File: config.mk
export PLATFORM = sky130hd
export DESIGN_NAME = cohport_idmap
export DESIGN_NICKNAME = d
export VERILOG_FILES = /design/src/rtl/idmap_pkg.sv /design/src/rtl/idmap_slot_ctr.sv /design/src/rtl/idmap_chan.sv /design/src/rtl/cohport_idmap.sv
export SDC_FILE = /design/constraint.sdc
export NUM_CORES = 1
export LEC_CHECK = 0
export BUFFER_PORTS_ARGS = -buffer_cell sky130_fd_sc_hd__buf_2
export CORE_ASPECT_RATIO = 0.7
export CORE_MARGIN = 8
export CORE_UTILIZATION = 50
export DETAILED_ROUTE_END_ITERATION = 10
export PLACE_DENSITY = 0.68
export SLEW_MARGIN = 20
export SYNTH_ARGS = -nofsm -noshare
export SYNTH_HDL_FRONTEND = slang
export SYNTH_SLANG_ARGS = --single-unit
export TNS_END_PERCENT = 30
File: constraint.sdc
create_clock -name clk -period 8 [get_ports clk]
set_input_delay 2 -clock clk [delete_from_list [all_inputs] [get_ports clk]]
set_output_delay 2 -clock clk [all_outputs]
set_load 0.005 [all_outputs]
File: src/rtl/idmap_pkg.sv
package idmap_pkg;
  localparam int unsigned IDMAP_IN_W    = 12;
  localparam int unsigned IDMAP_OUT_W   = 3;
  localparam int unsigned IDMAP_FIRST   = 2;
  localparam int unsigned IDMAP_PG_W    = 2;
  localparam int unsigned IDMAP_US_W    = 5;
  localparam int unsigned IDMAP_NCH     = 2;
endpackage

File: src/rtl/idmap_slot_ctr.sv
module idmap_slot_ctr #(
  parameter int unsigned CNT_W = 3
) (
  input  logic             clk,
  input  logic             rst_n,
  input  logic             inc,
  input  logic             dec,
  input  logic             clr,
  output logic [CNT_W-1:0] cnt
);
  logic [CNT_W-1:0] cnt_q, cnt_d;
  logic             dec_ok;

  assign dec_ok = dec && (cnt_q != '0);

  always_comb begin
    cnt_d = cnt_q;
    if (clr) cnt_d = '0;
    else     cnt_d = cnt_q + {{(CNT_W-1){1'b0}}, inc} - {{(CNT_W-1){1'b0}}, dec_ok};
  end

  always_ff @(posedge clk or negedge rst_n) begin
    if (!rst_n) cnt_q <= '0;
    else        cnt_q <= cnt_d;
  end

  assign cnt = cnt_q;
endmodule

File: src/rtl/idmap_chan.sv
module idmap_chan #(
  parameter int unsigned     IN_W      = 12,
  parameter int unsigned     OUT_W     = 3,
  parameter int unsigned     CNT_W     = 3,
  parameter int unsigned     PG_W      = 2,
  parameter int unsigned     US_W      = 5,
  parameter int unsigned     FIRST     = 2,
  parameter logic [IN_W-1:0] DBG_ID    = 'h004,
  parameter logic [IN_W-1:0] PASS_MASK = 'h807,
  parameter logic [IN_W-1:0] PASS_VAL  = 'h000
) (
  input  logic             clk,
  input  logic             rst_n,
  input  logic             req_valid,
  input  logic [IN_W-1:0]  req_id,
  input  logic [US_W-1:0]  req_user,
  output logic             req_ready,
  output logic [OUT_W-1:0] map_id,
  output logic [PG_W-1:0]  map_page,
  output logic [US_W-1:0]  map_user,
  input  logic             done_valid,
  input  logic [OUT_W-1:0] done_id,
  input  logic             cfg_slot_we,
  input  logic             cfg_opt_we,
  input  logic [OUT_W-1:0] cfg_slot,
  input  logic             cfg_fixed,
  input  logic [IN_W-1:0]  cfg_in_id,
  input  logic [PG_W-1:0]  cfg_page,
  input  logic [US_W-1:0]  cfg_user
);
  localparam int unsigned NS       = 1 << OUT_W;
  localparam int unsigned CMAX     = (1 << CNT_W) - 1;
  localparam int unsigned DBG_SLOT = FIRST;

  // slot table
  logic            fix_q [FIRST:NS-1];
  logic            fix_d [FIRST:NS-1];
  logic [IN_W-1:0] fid_q [FIRST:NS-1];
  logic [IN_W-1:0] fid_d [FIRST:NS-1];
  logic [PG_W-1:0] fpg_q [FIRST:NS-1];
  logic [PG_W-1:0] fpg_d [FIRST:NS-1];
  logic [US_W-1:0] fus_q [FIRST:NS-1];
  logic [US_W-1:0] fus_d [FIRST:NS-1];
  logic [IN_W-1:0] bid_q [FIRST:NS-1];
  logic [IN_W-1:0] bid_d [FIRST:NS-1];
  logic [PG_W-1:0] dpg_q, dpg_d;
  logic [US_W-1:0] dus_q, dus_d;

  logic [CNT_W-1:0] cnt [FIRST:NS-1];
  logic             inc [FIRST:NS-1];

  logic             fhit, bhit, frhit, bsat, accept, pass;
  logic [OUT_W-1:0] fsel, bsel, frsel, sel;

  // lookup: fixed match, then live binding, then lowest free dynamic slot
  always_comb begin
    fhit = 1'b0;  fsel  = OUT_W'(FIRST);
    bhit = 1'b0;  bsel  = OUT_W'(FIRST);
    frhit = 1'b0; frsel = OUT_W'(FIRST);
    for (int s = FIRST; s < NS; s++) begin
      if (!fhit && fix_q[s] && (fid_q[s] == req_id)) begin
        fhit = 1'b1; fsel = OUT_W'(s);
      end
      if (!bhit && !fix_q[s] && (cnt[s] != '0) && (bid_q[s] == req_id)) begin
        bhit = 1'b1; bsel = OUT_W'(s);
      end
      if (!frhit && !fix_q[s] && (cnt[s] == '0)) begin
        frhit = 1'b1; frsel = OUT_W'(s);
      end
    end
  end

  assign bsat      = (cnt[bsel] == CNT_W'(CMAX));
  assign req_ready = fhit | (bhit & ~bsat) | (~bhit & frhit);
  assign sel       = fhit ? fsel : (bhit ? bsel : frsel);
  assign accept    = req_valid & req_ready & ~fhit;
  assign pass      = ((req_id & PASS_MASK) == PASS_VAL);

  assign map_id   = sel;
  assign map_page = fhit ? fpg_q[fsel] : dpg_q;
  assign map_user = pass ? req_user : (fhit ? fus_q[fsel] : dus_q);

  for (genvar s = FIRST; s < NS; s++) begin : g_slot
    logic dec_s, clr_s;
    assign inc[s] = accept && (sel == OUT_W'(s));
    assign dec_s  = done_valid && (done_id == OUT_W'(s)) && !fix_q[s];
    assign clr_s  = cfg_slot_we && (cfg_slot == OUT_W'(s));
    idmap_slot_ctr #(.CNT_W(CNT_W)) u_ctr (
      .clk(clk), .rst_n(rst_n), .inc(inc[s]), .dec(dec_s), .clr(clr_s), .cnt(cnt[s])
    );
  end

  // next state
  always_comb begin
    fix_d = fix_q; fid_d = fid_q; fpg_d = fpg_q; fus_d = fus_q; bid_d = bid_q;
    dpg_d = cfg_opt_we ? cfg_page : dpg_q;
    dus_d = cfg_opt_we ? cfg_user : dus_q;
    for (int s = FIRST; s < NS; s++) begin
      if (inc[s]) bid_d[s] = req_id;
      if (cfg_slot_we && (cfg_slot == OUT_W'(s))) begin
        fix_d[s] = cfg_fixed;
        fid_d[s] = cfg_in_id;
        fpg_d[s] = cfg_page;
        fus_d[s] = cfg_user;
      end
    end
  end

  always_ff @(posedge clk or negedge rst_n) begin
    if (!rst_n) begin
      for (int s = FIRST; s < NS; s++) begin
        fix_q[s] <= (s == DBG_SLOT);
        fid_q[s] <= (s == DBG_SLOT) ? DBG_ID : '0;
        fpg_q[s] <= '0;
        fus_q[s] <= '0;
        bid_q[s] <= '0;
      end
      dpg_q <= '0;
      dus_q <= '0;
    end else begin
      fix_q <= fix_d; fid_q <= fid_d; fpg_q <= fpg_d; fus_q <= fus_d; bid_q <= bid_d;
      dpg_q <= dpg_d;
      dus_q <= dus_d;
    end
  end
endmodule

File: src/rtl/cohport_idmap.sv
module cohport_idmap
  import idmap_pkg::*;
#(
  parameter int unsigned     IN_W      = IDMAP_IN_W,
  parameter int unsigned     OUT_W     = IDMAP_OUT_W,
  parameter int unsigned     CNT_W     = 3,
  parameter int unsigned     PG_W      = IDMAP_PG_W,
  parameter int unsigned     US_W      = IDMAP_US_W,
  parameter int unsigned     FIRST     = IDMAP_FIRST,
  parameter logic [IN_W-1:0] DBG_ID    = 'h004,
  parameter logic [IN_W-1:0] PASS_MASK = 'h807,
  parameter logic [IN_W-1:0] PASS_VAL  = 'h000
) (
  input  logic                                clk,
  input  logic                                rst_n,
  input  logic [IDMAP_NCH-1:0]                req_valid,
  input  logic [IDMAP_NCH-1:0][IN_W-1:0]      req_id,
  input  logic [IDMAP_NCH-1:0][US_W-1:0]      req_user,
  output logic [IDMAP_NCH-1:0]                req_ready,
  output logic [IDMAP_NCH-1:0][OUT_W-1:0]     map_id,
  output logic [IDMAP_NCH-1:0][PG_W-1:0]      map_page,
  output logic [IDMAP_NCH-1:0][US_W-1:0]      map_user,
  input  logic [IDMAP_NCH-1:0]                done_valid,
  input  logic [IDMAP_NCH-1:0][OUT_W-1:0]     done_id,
  input  logic                                cfg_we,
  input  logic                                cfg_wr,
  input  logic                                cfg_opt,
  input  logic [OUT_W-1:0]                    cfg_slot,
  input  logic                                cfg_fixed,
  input  logic [IN_W-1:0]                     cfg_in_id,
  input  logic [PG_W-1:0]                     cfg_page,
  input  logic [US_W-1:0]                     cfg_user,
  output logic                                cfg_err
);
  localparam int unsigned NS       = 1 << OUT_W;
  localparam int unsigned DYN_ONLY = NS - 1;

  logic cfg_bad, cfg_ok, err_q, err_d;

  assign cfg_bad = cfg_we && !cfg_opt &&
                   ((cfg_slot < OUT_W'(FIRST)) ||
                    ((cfg_slot == OUT_W'(DYN_ONLY)) && cfg_fixed));
  assign cfg_ok  = cfg_we && !cfg_opt && !cfg_bad;
  assign err_d   = cfg_bad;

  always_ff @(posedge clk or negedge rst_n) begin
    if (!rst_n) err_q <= 1'b0;
    else        err_q <= err_d;
  end
  assign cfg_err = err_q;

  for (genvar c = 0; c < IDMAP_NCH; c++) begin : g_ch
    logic sel_ch;
    assign sel_ch = (cfg_wr == c[0]);
    idmap_chan #(
      .IN_W(IN_W), .OUT_W(OUT_W), .CNT_W(CNT_W), .PG_W(PG_W), .US_W(US_W),
      .FIRST(FIRST), .DBG_ID(DBG_ID), .PASS_MASK(PASS_MASK), .PASS_VAL(PASS_VAL)
    ) u_chan (
      .clk(clk), .rst_n(rst_n),
      .req_valid(req_valid[c]), .req_id(req_id[c]), .req_user(req_user[c]),
      .req_ready(req_ready[c]), .map_id(map_id[c]), .map_page(map_page[c]),
      .map_user(map_user[c]),
      .done_valid(done_valid[c]), .done_id(done_id[c]),
      .cfg_slot_we(cfg_ok && sel_ch),
      .cfg_opt_we(cfg_we && cfg_opt && sel_ch),
      .cfg_slot(cfg_slot), .cfg_fixed(cfg_fixed), .cfg_in_id(cfg_in_id),
      .cfg_page(cfg_page), .cfg_user(cfg_user)
    );
  end
endmodule

==> flow_summary.ini, run 1 <==
[routing]
wirelength_mm = 59.3
vias = 14900
drtIter0Drc = 1180
vias_per_cell = 5.82
detail_route.wl_per_cell_um = 23.2
dr.pass1.iters = 5
drc = 0
antenna_left = 0

[sta]
min_period_over_period_pct = 91.3
clock_skew_ns = 0.0228
setup_viol = 0
fin_setup_tns_ns = 0
timing.fmax_ghz = 0.137
rsz0062_at_grt = false
slew_violations = 0
relSlewSlack_pct = 25.2
holdWs_ns = 0.502
fin_crit_ns = 7.30
worst_pin_slew_ns = 1.12
finalHoldViolations = 0

[cts]
clockBufferDepth = 3
post_cts_buffers = 0
htree_levels = 2
cts_resized = 0
cts_tree = done
clock_sinks = 435
cts_inserted_buffers = 44
path_clk_slew_ns = 0.06
ctsHoldBuffers = 0
clk_latency_ns = 0.56
root_buffer = clkbuf_16

[yosys]
synth_ff_type = dfrtp_1
synth.ff_latch_count = 435
synthDistinctLibCells = 73
synth_edf_count = 0
synth_nets = 1965
synth_area_um2 = 22900
syn_inst = 1857
synth.most_common_cell = dfrtp_1
syn-mean-instance-area_um2 = 12.3
synth_commonest_cells = 431 x dfrtp_1, 375 x mux2_2, 168 x xnor2_1
synth_largest_area_cell = dfrtp_1
synth_warnings = 0
ys_seq_area_share_pct = 47.5
async_flop_share_pct = 100
synth_top_area_share_pct = 47.1
synthTopCellsByArea = dfrtp_1 47%, mux2_2 18%, xnor2_1 6.4%

[place]
gp_congestion = 0.891
dp_hpwl_mm = 40.9
port_buffers = 94
dpl_cell_area_um2 = 23800

[grt]
gr-total-overflow = 0
grt_use_total_pct = 22.3
busiest_layer = met1
grt_use_met2_pct = 31.1
grt_max_degree = 147
grt_pass1_wl_mm = 93.0
grt_util_met1_pct = 34.9
grt_pass1_vias = 15300
antenna_found_initial = 1
grtUsageMet3_pct = 4.32

[critical_path]
path_class = in -> out
critPathMaxFanout = 18
cp.required_ns = 6.00
cp-start-kind = input port
critPathArrivalTime_ns = 5.30
cp-end-kind = primary output

[floorplanning]
fp.coreArea_um2 = 45100
pin_count = 95
die_w_um = 272
fp.dieH_um = 195
num_rows = 65
dieArea_um2 = 53100
initial_core_util_pct = 50.8

[run]
maxCapViolations = 0

[pwr]
power-per-cell-area_nw_per_um2 = 327
ir_drop_mv = 0.147
p_leak_uw = 0.0112

[layout]
area_growth_pct = 10.2
fill_cells = 3753
nets = 2023
drive_gt1_share_pct = 32.1
finalInstanceArea_um2 = 25200

[outcome]
status = finished, final reports clean

[min_path]
min_path_type = reg -> reg
==> layout make-up <==
cell class	count	area (µm²)	area share, %
multi-input cells	1247	11100	44.1
flip-flops and latches	435	10900	43.1
clock buffers	70	1350	5.35
repair buffers	131	783	3.10
well taps	603	754	2.99
inverters	56	215	0.852
clock inverters	11	116	0.461
diodes	1	2.50	0.00991
==> layout by cell type, fill, tap and decap left out, drive strengths merged, types with 9 or more instances in the layout <==
master,n
mux2i,22
ha,24
o22ai,10
buf,131
a21oi,19
xor2,144
nor4,81
nand3,25
nor2,50
inv,56
nand4,47
clkinv,9
fa,12
nor3,26
xnor2,168
and2,16
nand2,36
nor4b,9
clkbuf,70
mux2,407
dfrtp,431
nor2b,19
o21ai,16
a211oi,12
==> state kept, by name (all words and copies together) (netlist names) <==
register	cells
g_ch.u_chan.fid_q	144
g_ch.u_chan.fix_q	12
g_ch.u_chan.bid_q	144
g_ch.u_chan.dus_q	10
g_ch.u_chan.dpg_q	4
cfg_err	1
g_ch.u_chan.g_slot.u_ctr.cnt	36
g_ch.u_chan.fus_q	60
g_ch.u_chan.fpg_q	24
==> stage by stage <==
stage          total power [µW]  instances  utilization, %  worst slack, ns
2_1_floorplan              5460       1857               -             1.58
5_1_grt                    8740       2554            55.9            0.428
3_5_place_dp               6150       2472            52.6            0.785
6_report                   8250       2554            55.9            0.697
4_1_cts                    8270       2553            55.9            0.774
3_3_place_gp               6020       2472            52.6            0.825
==> per-layer routing <==
layer / share of wire (%) / wire (µm)
met1: 50 / 29400
met4: 1.8 / 1060
met2: 41 / 24600
met3: 7.1 / 4200
met5: 0 / 0
==> where the power goes <==
part	total, µW	switching (µW)	internal [µW]	leakage, µW
sequential	3450	535	2910	0.00546
clock	2100	873	1220	0.000728
combinational	2700	1320	1380	0.00496
total	8250	2730	5520	0.0112
==> critical path, stage by stage <==
cell and delay, ns:
buf_2 0.49, xnor2_1 0.18, nand4_1 0.31, nor4_1 0.67, nor2_1 0.14, and3_1 0.31, nor4_1 0.37, buf_4 0.21
o21ai_0 0.10, a221oi_1 0.24, a211o_1 0.15, buf_2 0.13
==> final timing paths <==
check / start / to / slack [ns] / cells after the start
max in group asynchronous: rst_n / g_ch[0].u_chan.fpg_q[11] / 5.05 / 2
hold reg to reg: g_ch[1].u_chan.fus_q[23] / g_ch[1].u_chan.fus_q[23] / 0.50 / 1
setup / recovery: req_id[7] / map_user[3] / 0.70 / 12
min in group asynchronous: rst_n / g_ch[1].u_chan.bid_q[6] / 1.54 / 1
hold / removal: g_ch[1].u_chan.fus_q[23] / g_ch[1].u_chan.fus_q[23] / 0.50 / 1
setup reg to reg: g_ch[1].u_chan.g_slot[7].u_ctr.cnt[1] / g_ch[1].u_chan.g_slot[7].u_ctr.cnt[2] / 3.20 / 14
==> logic make-up after synthesis <==
logic type | Yosys count | synth area share, %
XOR/XNOR | 312 | 11.9
adder cells (fa/ha/maj) | 36 | 2.36
AND/OR/NAND/NOR | 361 | 9.55
buffers and inverters | 175 | 4.04
multiplexers | 429 | 21.1
flip-flops | 435 | 47.5
AO/OA/AOI/OAI | 109 | 3.52
Power figures use the tool's default switching activity.
==> run 2, diff against run 1 <==
--- a/config.mk
+++ b/config.mk
@@ -6,11 +6,13 @@
 export NUM_CORES = 1
 export LEC_CHECK = 0
 export BUFFER_PORTS_ARGS = -buffer_cell sky130_fd_sc_hd__buf_2
-export CORE_ASPECT_RATIO = 0.7
+export CELL_PAD_IN_SITES_DETAIL_PLACEMENT = 1
+export CELL_PAD_IN_SITES_GLOBAL_PLACEMENT = 2
+export CORE_ASPECT_RATIO = 1.2
 export CORE_MARGIN = 8
-export CORE_UTILIZATION = 50
+export CORE_UTILIZATION = 47
 export DETAILED_ROUTE_END_ITERATION = 10
-export PLACE_DENSITY = 0.68
+export PLACE_DENSITY = 0.87
 export SLEW_MARGIN = 20
 export SYNTH_ARGS = -nofsm -noshare
 export SYNTH_HDL_FRONTEND = slang
==> run 2 against run 1 <==
Register-to-register slack better by 0.12 ns. Critical path depth is 1 lower. First-iteration DRC count shrank 31%. Global-route usage rose by 0.83 points. Sequential power about the same. Sequential share of layout area down 0.37 points. Utilization down 3.0 points. Hold slack worse by 0.0046 ns. Total power grew 3.2%. Largest cell class unchanged. Highest routed layer unchanged.
==> flow_summary.ini, run 2 (synthesis results as in run 1) <==
[critical_path]
critical_path_buf_inv_count = 2
cpMostUsedCell = buf_2
cp.required_ns = 6.00
cp-start-kind = input port
max_stage_delay_ns = 0.83
path_class = in -> out
cp_top_family = simple AND/OR/NAND/NOR gates
crit_chain = buf_2 -> xnor2_1 -> nand3_1 -> nor4_4 -> nor2_2 -> and3_1 -> nor4_1 -> o21ai_0 -> a221oi_1 -> a211o_1 -> buf_2
cp-end-kind = primary output
critPathMaxFanout = 19
cp_slowest_cell = nor4_1
critPathArrivalTime_ns = 5.72

[pwr]
p_int_uw = 5700
p_sw_share_pct = 33.1
combPwrFrac_pct = 32.2
seqPwrFrac_pct = 40.7
p_clk_share_pct = 27.1
power-per-cell-area_nw_per_um2 = 334
ir_drop_mv = 0.215
power.switching_uw = 2810
p_leak_uw = 0.0112

[sta]
timing.fmax_ghz = 0.129
min_period_over_period_pct = 96.6
finalHoldViolations = 0
fin_crit_ns = 7.72
setup_viol = 0
slew_violations = 0
rsz0062_at_grt = false
clock_skew_ns = 0.0244
worst_pin_slew_ns = 1.17
fin_setup_tns_ns = 0
holdWs_ns = 0.497
relSlewSlack_pct = 21.6

[floorplanning]
num_rows = 88
die_w_um = 218
fp.coreArea_um2 = 48100
dieArea_um2 = 56100
fp.dieH_um = 258
initial_core_util_pct = 47.6
pin_count = 95

[min_path]
min_path_type = reg -> reg

[routing]
drtIter0Drc = 809
vias_per_cell = 5.73
detail_route.wl_per_cell_um = 24.7
antenna_left = 0
dr.pass1.iters = 4
vias = 14800
drc = 0
wirelength_mm = 64.0

[layout]
final_common_cell = dfrtp_1
nets = 2029
area_growth_pct = 11.1
fin_util_pct = 52.9
drive_gt1_share_pct = 32.2
reg_top3 = g_ch.u_chan.bid_q: 144 flops, g_ch.u_chan.fid_q: 144 flops, g_ch.u_chan.fus_q: 60 flops
mostFrequentLayoutCells = 431 x dfrtp_1, 375 x mux2_2, 168 x xnor2_1

[cts]
cts_resized = 0
htree_levels = 2
post_cts_buffers = 0
clockBufferDepth = 3
ctsHoldBuffers = 0
path_clk_slew_ns = 0.05
clk_latency_ns = 0.59
clock_sinks = 435
root_buffer = clkbuf_16
cts_inserted_buffers = 49
cts_tree = done

[run]
maxCapViolations = 0

[place]
gp_congestion = 0.911
port_buffers = 94
dp_hpwl_mm = 44.4

[grt]
grt_pass1_wl_mm = 101
grt_max_degree = 140
grt_use_total_pct = 23.1
gr-total-overflow = 0
antenna_found_initial = 3
grt_pass1_vias = 16900

[outcome]
status = finished, final reports clean
==> run 2: cell count changes in the layout (fill, tap and decap cells not counted), moves of 2 or more <==
cell,change
clkbuf_16,+5
clkinv_2,-3
diode_2,+3
bufinv_16,+2
==> run 2: area by class of cell <==
class / instances / area (µm²)
flip-flops and latches: 435 / 10900
repair buffers: 132 / 791
multi-input cells: 1247 / 11100
clock inverters: 11 / 161
fillers: 4872 / 22600
diodes: 4 / 10.0
inverters: 56 / 215
clock buffers: 76 / 1480
well taps: 630 / 788
==> run 2: power groups by stage <==
| stage | sequential, µW | clock [µW] | combinational [µW] |
|---|---|---|---|
| CTS | 3470 | 2350 | 2780 |
| detailed placement | 3490 | 0 | 2740 |
| finish | 3470 | 2310 | 2740 |
| global route | 3560 | 2440 | 3010 |
| floorplan | 3330 | 0 | 2120 |
| global placement | 3440 | 0 | 2600 |
==> run 2: path summary, 6_finish.rpt <==
check,slack (ns),depth (start not counted),start,end
hold / removal,0.50,1,g_ch[1].u_chan.fus_q[24],g_ch[1].u_chan.fus_q[24]
max in group asynchronous,5.00,2,rst_n,g_ch[1].u_chan.fix_q[3]
min in group asynchronous,1.44,1,rst_n,g_ch[1].u_chan.bid_q[17]
setup reg to reg,3.32,14,g_ch[1].u_chan.g_slot[7].u_ctr.cnt[1],g_ch[1].u_chan.g_slot[5].u_ctr.cnt[2]
setup / recovery,0.28,11,req_id[11],map_user[0]
hold reg to reg,0.50,1,g_ch[1].u_chan.fus_q[24],g_ch[1].u_chan.fus_q[24]
==> run 2: per-layer routing <==
| metal | vias up | wire length (µm) | global-route usage, % |
|---|---|---|---|
| met4 | 0 | 2650 | 9.85 |
| met2 | 245 | 33900 | 41.7 |
| met1 | 7787 | 25600 | 27.3 |
| li1 | 6691 | - | - |
| met5 | - | 0 | 0 |
| met3 | 121 | 1850 | 2.63 |
==> run 2: stage by stage <==
| step | total power [µW] | instance area [µm²] | cells | setup WS (ns) |
|---|---|---|---|---|
| CTS | 8600 | 25400 | 2587 | 0.291 |
| global route | 9000 | 25500 | 2589 | 0.120 |
| detailed placement | 6230 | 23800 | 2500 | 0.376 |
| global placement | 6030 | 23800 | 2500 | 0.578 |
| finish | 8510 | 25500 | 2591 | 0.276 |
| floorplan | 5460 | 22900 | 1857 | 1.58 |
==> run 2: worst reg2reg max path, cell delays in order, from the launching register on <==
cell	delay (ns)
dfrtp_1	0.45
nor3_1	0.09
or2_1	0.30
or4_1	0.62
nand3b_1	0.20
a21boi_1	0.43
mux2i_1	0.46
o211ai_4	0.20
nor3_4	0.64
ha_1	0.28
inv_1	0.06
fa_1	0.40
xnor2_1	0.15
xnor2_1	0.13
and2_1	0.15
